`config.mk`:
```
export PLATFORM = sky130hd
export DESIGN_NAME = lost_event_flag_unit
export DESIGN_NICKNAME = d
export VERILOG_FILES = /design/src/rtl/lam_pkg.sv /design/src/rtl/lam_ctrl.sv /design/src/rtl/lam_datapath.sv /design/src/rtl/lost_event_flag_unit.sv
export SDC_FILE = /design/constraint.sdc
export NUM_CORES = 1
export LEC_CHECK = 0
export BUFFER_PORTS_ARGS = -buffer_cell sky130_fd_sc_hd__buf_4
export CAP_MARGIN = 20
export CORE_AREA = 2 2 51 88
export DETAILED_ROUTE_END_ITERATION = 6
export DIE_AREA = 0 0 53 90
export PLACE_DENSITY = 0.82
export SETUP_SLACK_MARGIN = 0.05
export SKIP_CTS_REPAIR_TIMING = 1
export SYNTH_ARGS = -nofsm -noshare
export SYNTH_HDL_FRONTEND = slang
export SYNTH_HIERARCHICAL = 1
export SYNTH_SLANG_ARGS = --single-unit
```
`constraint.sdc`:
```
create_clock -name clk -period 2.89 [get_ports clk]
set_input_delay 0.578 -clock clk [delete_from_list [all_inputs] [get_ports clk]]
set_output_delay 0.578 -clock clk [all_outputs]
set_load 0.01 [all_outputs]
```
`src/rtl/lam_pkg.sv`:
```
package lam_pkg;
  typedef struct packed {
    logic wipe;
    logic clearFlags;
    logic captureRead;
    logic loadMask;
    logic sampleTest;
  } lamCmd_t;
endpackage

```
`src/rtl/lam_ctrl.sv`:
```
module lam_ctrl
  import lam_pkg::*;
(
  input  logic    flagReadStb,
  input  logic    maskWriteStb,
  input  logic    testStb,
  input  logic    modResetStb,
  output lamCmd_t cmd
);
  // Module reset dominates; the datapath gives wipe top priority.
  always_comb begin
    cmd.wipe        = modResetStb;
    cmd.clearFlags  = flagReadStb;
    cmd.captureRead = flagReadStb;
    cmd.loadMask    = maskWriteStb;
    cmd.sampleTest  = testStb;
  end
endmodule

```
`src/rtl/lam_datapath.sv`:
```
module lam_datapath
  import lam_pkg::*;
#(
  parameter int NCH = 16
) (
  input  logic           clk,
  input  logic           rstN,
  input  lamCmd_t        cmd,
  input  logic [NCH-1:0] overrunPulse,
  input  logic [NCH-1:0] maskWrData,
  output logic [NCH-1:0] flagReadData,
  output logic [NCH-1:0] maskValue,
  output logic           lamLine,
  output logic           testQ
);
  logic [NCH-1:0] flags;
  logic [NCH-1:0] flagsBase;

  // A read clears old flags but new overruns in the same cycle survive.
  assign flagsBase = cmd.clearFlags ? '0 : flags;

  always_ff @(posedge clk or negedge rstN) begin
    if (!rstN) begin
      flags        <= '0;
      maskValue    <= '0;
      flagReadData <= '0;
      testQ        <= 1'b0;
    end else if (cmd.wipe) begin
      flags        <= '0;
      maskValue    <= '0;
      flagReadData <= '0;
      testQ        <= 1'b0;
    end else begin
      flags <= flagsBase | overrunPulse;
      if (cmd.captureRead) flagReadData <= flags;
      if (cmd.loadMask)    maskValue    <= maskWrData;
      if (cmd.sampleTest)  testQ        <= lamLine;
    end
  end

  // Mask sits after the latch so it acts at once.
  assign lamLine = |(flags & maskValue);

  assert_set_R1: assert property (@(posedge clk) disable iff (!rstN)
    (!cmd.wipe) |=> ((flags & $past(overrunPulse)) == $past(overrunPulse)));

  assert_sticky_R2: assert property (@(posedge clk) disable iff (!rstN)
    (!cmd.clearFlags && !cmd.wipe) |=> ((flags & $past(flags)) == $past(flags)));

  assert_read_R3: assert property (@(posedge clk) disable iff (!rstN)
    (cmd.captureRead && !cmd.wipe) |=> (flagReadData == $past(flags)));

  assert_masked_quiet_R6: assert property (@(posedge clk) disable iff (!rstN)
    lamLine |-> (maskValue != '0) && (flags != '0));

  assert_test_R7: assert property (@(posedge clk) disable iff (!rstN)
    (cmd.sampleTest && !cmd.wipe) |=> (testQ == $past(lamLine)));

  assert_wipe_R8: assert property (@(posedge clk) disable iff (!rstN)
    cmd.wipe |=> (flags == '0) && (maskValue == '0) && !testQ);
endmodule

```
`src/rtl/lost_event_flag_unit.sv`:
```
module lost_event_flag_unit
  import lam_pkg::*;
#(
  parameter int NCH = 16
) (
  input  logic           clk,
  input  logic           rstN,
  input  logic [NCH-1:0] overrunPulse,
  input  logic           flagReadStb,
  input  logic           maskWriteStb,
  input  logic [NCH-1:0] maskWrData,
  input  logic           testStb,
  input  logic           modResetStb,
  output logic [NCH-1:0] flagReadData,
  output logic [NCH-1:0] maskValue,
  output logic           lamLine,
  output logic           testQ
);
  lamCmd_t cmd;

  lam_ctrl u_ctrl (
    .flagReadStb (flagReadStb),
    .maskWriteStb(maskWriteStb),
    .testStb     (testStb),
    .modResetStb (modResetStb),
    .cmd         (cmd)
  );

  lam_datapath #(.NCH(NCH)) u_dp (
    .clk         (clk),
    .rstN        (rstN),
    .cmd         (cmd),
    .overrunPulse(overrunPulse),
    .maskWrData  (maskWrData),
    .flagReadData(flagReadData),
    .maskValue   (maskValue),
    .lamLine     (lamLine),
    .testQ       (testQ)
  );
endmodule

```
==> impl_results.md, run 1 <==
- Max Slew Vio Count: 0
- Seq/Total Area, Yosys: 60.91%
- Vias in the first global route: 1,443
- P_int: 1.107 mW
- Hold Path Class: in2async
- Vias: 1,498
- Post-synthesis cell type count: 15
- Core area: 4073 µm²
- Starting DRT DRC Count: 31
- Remaining DRCs: 0
- Max cap viols: 0
- Seq pwr share: 52.2%
- Worst r2r src: u_dp/maskValue[1]$_DFFE_PN0P_
- Clock Path Buffers: 2
- Layout fillers: 352
- Most frequent cells in the layout: buf_4, nor2_1, dfrtp_1, mux2i_1, a21oi_1
- Ant diodes: 0
- Reg area: 1226 µm²
- Comb power frac: 13.9%
- Place WS: 1.070 ns
- Placed inst area: 2512 µm²
- Post-Syn Nets: 215
- # clock sinks: 49
- Final WS setup: 0.7661 ns
- Largest net degree at the start of global routing: 50
- Worst-Skew Late Latency: 0.29 ns
- Hold_ws: 0.2808 ns
- Overall Power: 1.441 mW
- Period utilization: 73.49%
- Antenna viol nets, final: 0
- Reg2reg setup slack: 1.59 ns
- Largest family of logic cells by synthesized area: multiplexers
- GR Overflow Total: 0
- Share of cells above drive strength 1: 33.61%
- Crit. End Element: output port
- Simple-gate share of the synthesized area: 10.50%
- Starting Density: 49.43%
- Placed insts: 282
- IR Drop Worst-Case VDD: 0.0004454 V
- Power per Cell Area: 548.3 nW/µm²
- Setup violators final: 0
- Clk_skew: 0.005256 ns
- Switching Share: 23.19%
- Mux share of post-synthesis cell area: 15.91%
- Post-synthesis adder-cell area fraction: 0%
- Synth Area in Compound Gates: 7.582%
- Htree depth: 2
- First-pass iteration count of the detailed router: 4
- Final Hold Fails: 0
- WP data arrival: 1.55 ns
- First-pass GRT wire length: 7203 µm
- Die Wd: 53 µm
- Tmin final: 2.124 ns
- Netlist Area Pre-Place: 2013 µm²
- Total GRT Usage: 20.86%
- Most common cell after layout, fill and taps aside: buf_4
- WS Path Type: reg2out
- Die area: 4770 µm²
- Area occupied by multi-input gates: 684.4 µm²
- Xor/xnor cell area share of the yosys netlist: 0%
- I/O Pins: 72
- Post-DR vias/cell: 5.166
- Worst relative slew slack: 59.67%
- Clock slew at reported path FFs: 0.08 ns
- # port buffers: 71
- Syn-to-layout area delta: 30.58%
- Wire length per cell: 15.28 µm
- Clock network power share: 33.9%
- Syn avg cell area: 11.37 µm²
- Final Instance Area: 2629 µm²
- Chip height: 90 µm
- Crit path required time: 2.31 ns
- Crit path from: u_dp/maskValue[1]$_DFFE_PN0P_
- CTS tree: built
- Crit Path Max Fanout: 3
- Fin nets: 278
- Crit start category: flip-flop
- RSZ-0062 raised after global routing: no
- Warnings from Yosys: 6
- Seq cells post-synth: 49
- Leak: 1.410 nW
- Reg2Reg Depth: 4
- Slew @ Worst Pin: 0.6050 ns
- Fmax: 470.8 MHz
- Psw: 334.2 µW
- FP Rows: 31
- CTS Buf Count: 5
- Fin Setup TNS: 0 ns
- Status: finished, final reports clean
- Total wire length: 4432 µm
- Gpl congestion: 0.7294
- FF-to-FF End: u_dp/testQ$_DFFE_PN0P_
- Final Non-Filler Cells: 290
- Dpl hpwl: 3118 µm
- Cells after Synth: 177
- Critical path endpoint: lamLine
- Util after Layout: 64.55%
- Initial antenna violation count: 0
- Root Buffer: clkbuf_8
## critical path, cell delays in order, from the launching register on
cell     delay (ns)
dfrtp_1        0.41
a22oi_1        0.21
nand2_1        0.09
nor4_2         0.33
inv_1          0.08
buf_4          0.15
## worst min-delay path by stage
stage,to,slack [ns],cells after the start
CTS,u_dp/maskValue[11]$_DFFE_PN0P_,0.30,1
floorplan,u_dp/flagReadData[0]$_DFFE_PN0P_,0.28,0
finish,u_dp/flagReadData[10]$_DFFE_PN0P_,0.28,1
global placement,u_dp/flagReadData[0]$_DFFE_PN0P_,0.50,2
global route,u_dp/maskValue[11]$_DFFE_PN0P_,0.32,1
detailed placement,u_dp/flagReadData[14]$_DFFE_PN0P_,0.52,2
## layer usage
layer  vias to the layer above  routed length [µm]  GRT usage [%]
li1                        715                   -              -
met1                       729                1737          26.96
met2                        49                2409          33.85
met3                         5                 217          3.654
met4                         0                  67          8.333
met5                         -                   0              0
## sequential cells by signal, indices dropped and copies added, names as in the netlist
name	flops
u_dp/flags	16
u_dp/maskValue	16
u_dp/flagReadData	16
u_dp/testQ	1
## kinds of logic after synthesis
group	after synthesis
AO/OA/AOI/OAI	25
buffers and inverters	17
flip-flops	49
multiplexers	32
AND/OR/NAND/NOR	54
## cell usage after synthesis, drive strengths merged
library cell,number,share of area [%]
buf,12,4.2
nor4,1,0.62
dfrtp,49,61
a21oi,16,4.0
nand2,4,0.75
clkbuf,3,0.56
a211oi,1,0.37
inv,2,0.37
mux2i,32,16
nor2,49,9.1
a22oi,8,3.2
## power by group through the flow
stage	sequential, mW	clock [mW]	combinational, mW
global placement	0.764	0	0.200
detailed placement	0.766	0	0.203
global route	0.758	0.544	0.219
CTS	0.753	0.506	0.204
finish	0.753	0.488	0.201
floorplan	0.771	0	0.0909
## final cells by class
| class | count | share of cell area, % |
|---|---|---|
| sequential | 49 | 46.64 |
| timing repair buffer | 71 | 20.28 |
| clock inverter | 1 | 1.142 |
| multi-input combinational | 111 | 26.04 |
| tap | 49 | 2.332 |
| clock buffer | 7 | 3.284 |
| inverter | 2 | 0.2856 |
Power figures use the tool's default switching activity.
==> inputs of run 2 (changes only) <==
--- a/config.mk
+++ b/config.mk
@@ -5,12 +5,13 @@
 export SDC_FILE = /design/constraint.sdc
 export NUM_CORES = 1
 export LEC_CHECK = 0
+export ABC_AREA = 1
 export BUFFER_PORTS_ARGS = -buffer_cell sky130_fd_sc_hd__buf_4
 export CAP_MARGIN = 20
-export CORE_AREA = 2 2 51 88
+export CORE_AREA = 2 2 57 99
 export DETAILED_ROUTE_END_ITERATION = 6
-export DIE_AREA = 0 0 53 90
-export PLACE_DENSITY = 0.82
+export DIE_AREA = 0 0 59 101
+export PLACE_DENSITY = 0.74
 export SETUP_SLACK_MARGIN = 0.05
 export SKIP_CTS_REPAIR_TIMING = 1
 export SYNTH_ARGS = -nofsm -noshare
==> constraint.sdc (replaced) <==
create_clock -name clk -period 1.75 [get_ports clk]
set_input_delay 0.35 -clock clk [delete_from_list [all_inputs] [get_ports clk]]
set_output_delay 0.35 -clock clk [all_outputs]
set_load 0.01 [all_outputs]
==> run 2 against run 1 <==
Compared with the run above:
- clock skew shrank 0.00052 ns
- non-clock buffer count increased by 9
- hold slack got worse by 0.24 ns
- critical path type unchanged
- via count rose by 20%
- die area increased by 25%
- combinational power up 96%
- sequential share of layout area shrank 3.8 points
- largest power group unchanged
- flip-flop and latch count did not move
- area after synthesis is 11% higher
- cell area is 8.8% higher
- wire length up 21%
- largest cell class unchanged
==> impl_results.md, run 2 <==
- Status: finished, final reports clean
- Post-DR vias/cell: 4.839
- FP Rows: 35
- CP cell instances: nand2_1 -> nand2_1 -> nor2_1 -> nand2_1 -> nor2_2 -> inv_1 -> buf_6
- Post-synthesis cell type count: 17
- Chip height: 101 µm
- Htree depth: 2
- Total wire length: 5358 µm
- Post-synth top cells: nor2_1, dfrtp_1, inv_1, nand2_1, nand3_1
- Gpl congestion: 0.7797
- Crit Path Max Fanout: 3
- Final Hold Fails: 0
- CP bufs+invs: 2
- IR Drop Worst-Case VDD: 0.0004798 V
- FFs w/ async S/R, synth: 100.0%
- Placed inst area: 2721 µm²
- Dpl hpwl: 3817 µm
- Crit start category: flip-flop
- Clock Path Buffers: 2
- Place WS: 0.2874 ns
- Antenna viol nets, final: 0
- Die area: 5959 µm²
- WP data arrival: 1.34 ns
- Placed insts: 360
- Final WS setup: 0.05672 ns
- Crit. End Element: output port
- Most frequent cells in the layout: buf_4, nor2_1, inv_1, dfrtp_1, nand2_1
- Starting DRT DRC Count: 43
- Ant diodes: 0
- Syn-to-layout area delta: 28.37%
- WS Path Type: reg2out
- Final Non-Filler Cells: 373
- Setup violators final: 0
- Crit path depth: 7
- Power per Cell Area: 801.1 nW/µm²
- Top-count cell post-synth: nor2_1
- Critical path's largest stage delay: 0.43 ns
- GR Overflow Total: 0
- Most frequent CP cell: nand2_1
- Overall Power: 2.290 mW
- Fin nets: 356
- Fmax: 590.6 MHz
- Seq cells post-synth: 49
- Core area: 5167 µm²
- Synth top area cells: dfrtp_1, nor2_1, inv_1
- Remaining DRCs: 0
- First-pass iteration count of the detailed router: 4
- Post-Syn Nets: 286
- Hold_ws: 0.04353 ns
- Main flop type after synthesis: dfrtp_1
- Vias: 1,805
- Reg2Reg Depth: 7
- Clock slew at reported path FFs: 0.08 ns
- Initial antenna violation count: 0
- Largest net degree at the start of global routing: 50
- Tmin final: 1.693 ns
- Final Instance Area: 2859 µm²
- Root Buffer: clkbuf_8
- Clk_skew: 0.004738 ns
- Max Slew Vio Count: 0
- Worst relative slew slack: 52.02%
- Crit-path leading delay family: flip-flops
- Warnings from Yosys: 6
- # port buffers: 71
- CTS Buf Count: 5
- Most common cell after layout, fill and taps aside: buf_4
- Cells after Synth: 248
- Max cap viols: 0
- Slowest CP cell: dfrtp_1
- Worst-Skew Late Latency: 0.30 ns
- Hold Path Class: in2async
- Cell taking the most area after synthesis: dfrtp_1
- I/O Pins: 72
- Vias in the first global route: 1,789
- RSZ-0062 raised after global routing: yes
- # clock sinks: 49
- Leak: 1.474 nW
- Slew @ Worst Pin: 0.7197 ns
- Share of cells above drive strength 1: 33.96%
- Seq/Total Area, Yosys: 55.06%
- First-pass GRT wire length: 8397 µm
- Synth top area share: 55.06%
- Total GRT Usage: 18.84%
- Die Wd: 59 µm
- Period utilization: 96.76%
- Wire length per cell: 14.36 µm
- Largest registers: u_dp/flagReadData x16, u_dp/flags x16, u_dp/maskValue x16
- Post-synth EDFFs: 0
- Syn avg cell area: 8.980 µm²
- Starting Density: 43.10%
- Netlist Area Pre-Place: 2227 µm²
- Crit path required time: 1.40 ns
- CTS tree: built
==> run 2: changes by cell type in the layout (fill, tap and decap cells not counted), moves of 6 or more <==
cell / change
a21oi_1: -15
a22oi_1: -7
o21ai_2: +10
buf_4: +8
nand3_1: +16
o22ai_1: +6
o22ai_2: +10
inv_1: +48
mux2i_1: -32
nand2_1: +23
o21ai_0: +7
==> run 2: where the power goes <==
| group | switching [mW] | leakage, nW | internal [mW] |
|---|---|---|---|
| Sequential | 0.0446 | 0.646 | 1.19 |
| Clock | 0.345 | 0.0443 | 0.314 |
| Combinational | 0.205 | 0.784 | 0.188 |
| Total | 0.595 | 1.47 | 1.70 |
==> run 2: through the flow <==
step / util, % / TNS, ns
2_1_floorplan: - / 0
4_1_cts: 54.33 / -0.02222
3_3_place_gp: 52.66 / 0
3_5_place_dp: 52.66 / 0
6_report: 55.33 / 0
5_1_grt: 55.33 / -0.03669
==> run 2: routing by layer <==
layer | track usage [%] | vias up | part of all wire, %
met5 | 0 | - | 0
met4 | 8.566 | 0 | 2.6
met3 | 3.209 | 10 | 4.4
met2 | 30.60 | 54 | 53
met1 | 24.08 | 857 | 40
li1 | - | 884 | -
==> run 2: kinds of logic (layout without fill, tap and decap cells) <==
group	Yosys count	after routing	share of synthesized area, %
flops	49	49	55.06
simple gates	98	98	17.64
buf+inv	67	137	14.27
compound gates	34	34	13.03
==> run 2: worst paths after layout <==
kind | startpoint | to | slack (ns)
min in group clk | testStb | u_dp/testQ$_DFFE_PN0P_ | 0.22
max in group asynchronous | rstN | u_dp/maskValue[13]$_DFFE_PN0P_ | 1.28
setup / recovery | u_dp/maskValue[8]$_DFFE_PN0P_ | lamLine | 0.06
setup reg to reg | u_dp/maskValue[8]$_DFFE_PN0P_ | u_dp/testQ$_DFFE_PN0P_ | 0.61
hold reg to reg | u_dp/flagReadData[11]$_DFFE_PN0P_ | u_dp/flagReadData[11]$_DFFE_PN0P_ | 0.54
hold / removal | rstN | u_dp/flagReadData[10]$_DFFE_PN0P_ | 0.04
==> run 2: area by class of cell <==
class / count / area, µm²
Tap cell: 55 / 68.82
Timing Repair Buffer: 80 / 604.3
Sequential cell: 49 / 1226
Clock buffer: 7 / 86.33
Fill cell: 502 / 2308
Multi-Input combinational cell: 132 / 685.7
Inverter: 50 / 187.7
==> run 2: worst reg2reg max path, stage by stage, from the launching register on <==
cell and delay (ns):
dfrtp_1 0.43, nand2_1 0.09, nand2_1 0.06, nor2_1 0.09, nand2_1 0.07, nor2_2 0.12, buf_4 0.12, a21oi_1 0.05
==> inputs of run 3 (changes only) <==
--- a/config.mk
+++ b/config.mk
@@ -8,10 +8,12 @@
 export ABC_AREA = 1
 export BUFFER_PORTS_ARGS = -buffer_cell sky130_fd_sc_hd__buf_4
 export CAP_MARGIN = 20
-export CORE_AREA = 2 2 57 99
+export CELL_PAD_IN_SITES_DETAIL_PLACEMENT = 1
+export CELL_PAD_IN_SITES_GLOBAL_PLACEMENT = 2
+export CORE_AREA = 2 2 70 121
 export DETAILED_ROUTE_END_ITERATION = 6
-export DIE_AREA = 0 0 59 101
-export PLACE_DENSITY = 0.74
+export DIE_AREA = 0 0 72 123
+export PLACE_DENSITY = 0.79
 export SETUP_SLACK_MARGIN = 0.05
 export SKIP_CTS_REPAIR_TIMING = 1
 export SYNTH_ARGS = -nofsm -noshare
==> constraint.sdc (replaced) <==
create_clock -name clk -period 1.9 [get_ports clk]
set_input_delay 0.38 -clock clk [delete_from_list [all_inputs] [get_ports clk]]
set_output_delay 0.38 -clock clk [all_outputs]
set_load 0.01 [all_outputs]
==> run 3 against run 2 <==
Compared with the run above:
- flip-flop and latch count stayed put
- cell area is 4.7% higher
- register-to-register slack improved by 0.21 ns
- critical path type unchanged
- largest cell class unchanged
==> impl_results.md, run 3 (same netlist as run 2, synthesis figures left out) <==
- Post-DR vias/cell: 4.421
- Largest registers: u_dp/flagReadData x16, u_dp/flags x16, u_dp/maskValue x16
- Wire length per cell: 14.98 µm
- Crit. End Element: output port
- Remaining DRCs: 0
- Met3 usage: 3.667%
- Period utilization: 92.06%
- GR Overflow Total: 0
- Util after Layout: 37.84%
- Leak: 1.520 nW
- Layout fillers: 944
- Die Wd: 72 µm
- Max cap viols: 0
- Fin Setup TNS: 0 ns
- # clock sinks: 49
- Crit Path Max Fanout: 3
- WS Path Type: reg2out
- Met1 Usage GRT: 16.53%
- Clk_skew: 0.002183 ns
- Fin nets: 358
- Setup violators final: 0
- I/O Pins: 72
- IR Drop Worst-Case VDD: 0.0004445 V
- Clock slew at reported path FFs: 0.06 ns
- # port buffers: 71
- Starting Density: 28.16%
- Core area: 7909 µm²
- Status: finished, final reports clean
- Worst relative slew slack: 51.23%
- First-pass GRT wire length: 9749 µm
- WP data arrival: 1.37 ns
- FP Rows: 43
- Share of cells above drive strength 1: 35.20%
- Gpl congestion: 0.7709
- Die area: 8856 µm²
- CTS Buf Count: 5
- Most frequent cells in the layout: buf_4, nor2_1, inv_1, dfrtp_1, nand2_1
- Largest net degree at the start of global routing: 50
- Initial antenna violation count: 0
- Crit start category: flip-flop
- Most common cell after layout, fill and taps aside: buf_4
- Htree depth: 2
- Final Hold Fails: 0
- Max Slew Vio Count: 0
- Vias: 1,817
- Clock Path Buffers: 2
- RSZ-0062 raised after global routing: no
- Dpl hpwl: 4603 µm
- Root Buffer: clkbuf_16
- Total wire length: 6156 µm
- Vias in the first global route: 1,896
- Slowest CP cell: dfrtp_1
- Critical path's largest stage delay: 0.42 ns
- Power per Cell Area: 819.6 nW/µm²
- Worst-Skew Late Latency: 0.29 ns
- Met2 usage: 26.91%
- Tmin final: 1.749 ns
- Chip height: 123 µm
- CP cell instances: nand2_1 -> nand2_1 -> nor2_2 -> nand2_1 -> nor2_4 -> inv_1 -> buf_4
- Slew @ Worst Pin: 0.7315 ns
- CTS tree: built
- Antenna viol nets, final: 0
- Starting DRT DRC Count: 65
- Most frequent CP cell: nand2_1
- Hold Path Class: in2async
- Ant diodes: 0
- GR peak layer: met2
- Crit path required time: 1.52 ns
- Total GRT Usage: 14.87%
- Syn-to-layout area delta: 34.38%
- First-pass iteration count of the detailed router: 4
- Fmax: 571.7 MHz
==> run 3: critical path: cells and delay by family (launching register included) <==
family,cells,cell delay [ns]
buffers and inverters,2,0.18
flip-flops,1,0.42
AND/OR/NAND/NOR,5,0.47
==> run 3: report_power, final <==
part / internal [mW] / total, mW / switching (mW)
registers: 1.10 / 1.14 / 0.0416
logic: 0.171 / 0.365 / 0.194
clock network: 0.558 / 0.945 / 0.387
total: 1.83 / 2.45 / 0.622
==> run 3: layout make-up <==
cell class,count,area [µm²],area share [%]
inverter,50,187.7,6.271
tap,90,112.6,3.763
clock buffer,7,152.6,5.100
clock inverter,1,5.005,0.1672
timing repair buffer,82,615.6,20.57
sequential,49,1226,40.97
multi-input combinational,132,693.2,23.16
==> run 3: stage by stage <==
step	power, mW	worst slack [ns]	cells	hold slack, ns	cell area [µm²]
floorplan	1.334	0.6361	248	0.08441	2227
global placement	1.515	0.3515	397	0.4464	2780
detailed placement	1.522	0.3416	397	0.4477	2780
CTS	2.479	0.01901	405	0.1314	2938
global route	2.574	0.05635	411	0.1596	2993
finish	2.453	0.1508	411	0.1071	2993
==> run 3: path summary, 6_finish.rpt <==
path                            slack [ns]                               from  cells after the start                           endpoint
worst max-delay path                  0.15     u_dp/maskValue[11]$_DFFE_PN0P_                      7                            lamLine
worst min-delay path                  0.11                               rstN                      1      u_dp/maskValue[2]$_DFFE_PN0P_
worst max register to register        0.82     u_dp/maskValue[11]$_DFFE_PN0P_                      6             u_dp/testQ$_DFFE_PN0P_
worst min register to register        0.54  u_dp/flagReadData[11]$_DFFE_PN0P_                      2  u_dp/flagReadData[11]$_DFFE_PN0P_
max in group asynchronous             1.37                               rstN                      1   u_dp/flagReadData[5]$_DFFE_PN0P_
min in group clk                      0.26                            testStb                      2             u_dp/testQ$_DFFE_PN0P_
==> run 3: routing by layer <==
layer / part of all wire (%) / vias up
li1: - / 895
met3: 4.5 / 5
met1: 38 / 875
met4: 1.2 / 0
met5: 0 / -
met2: 57 / 42
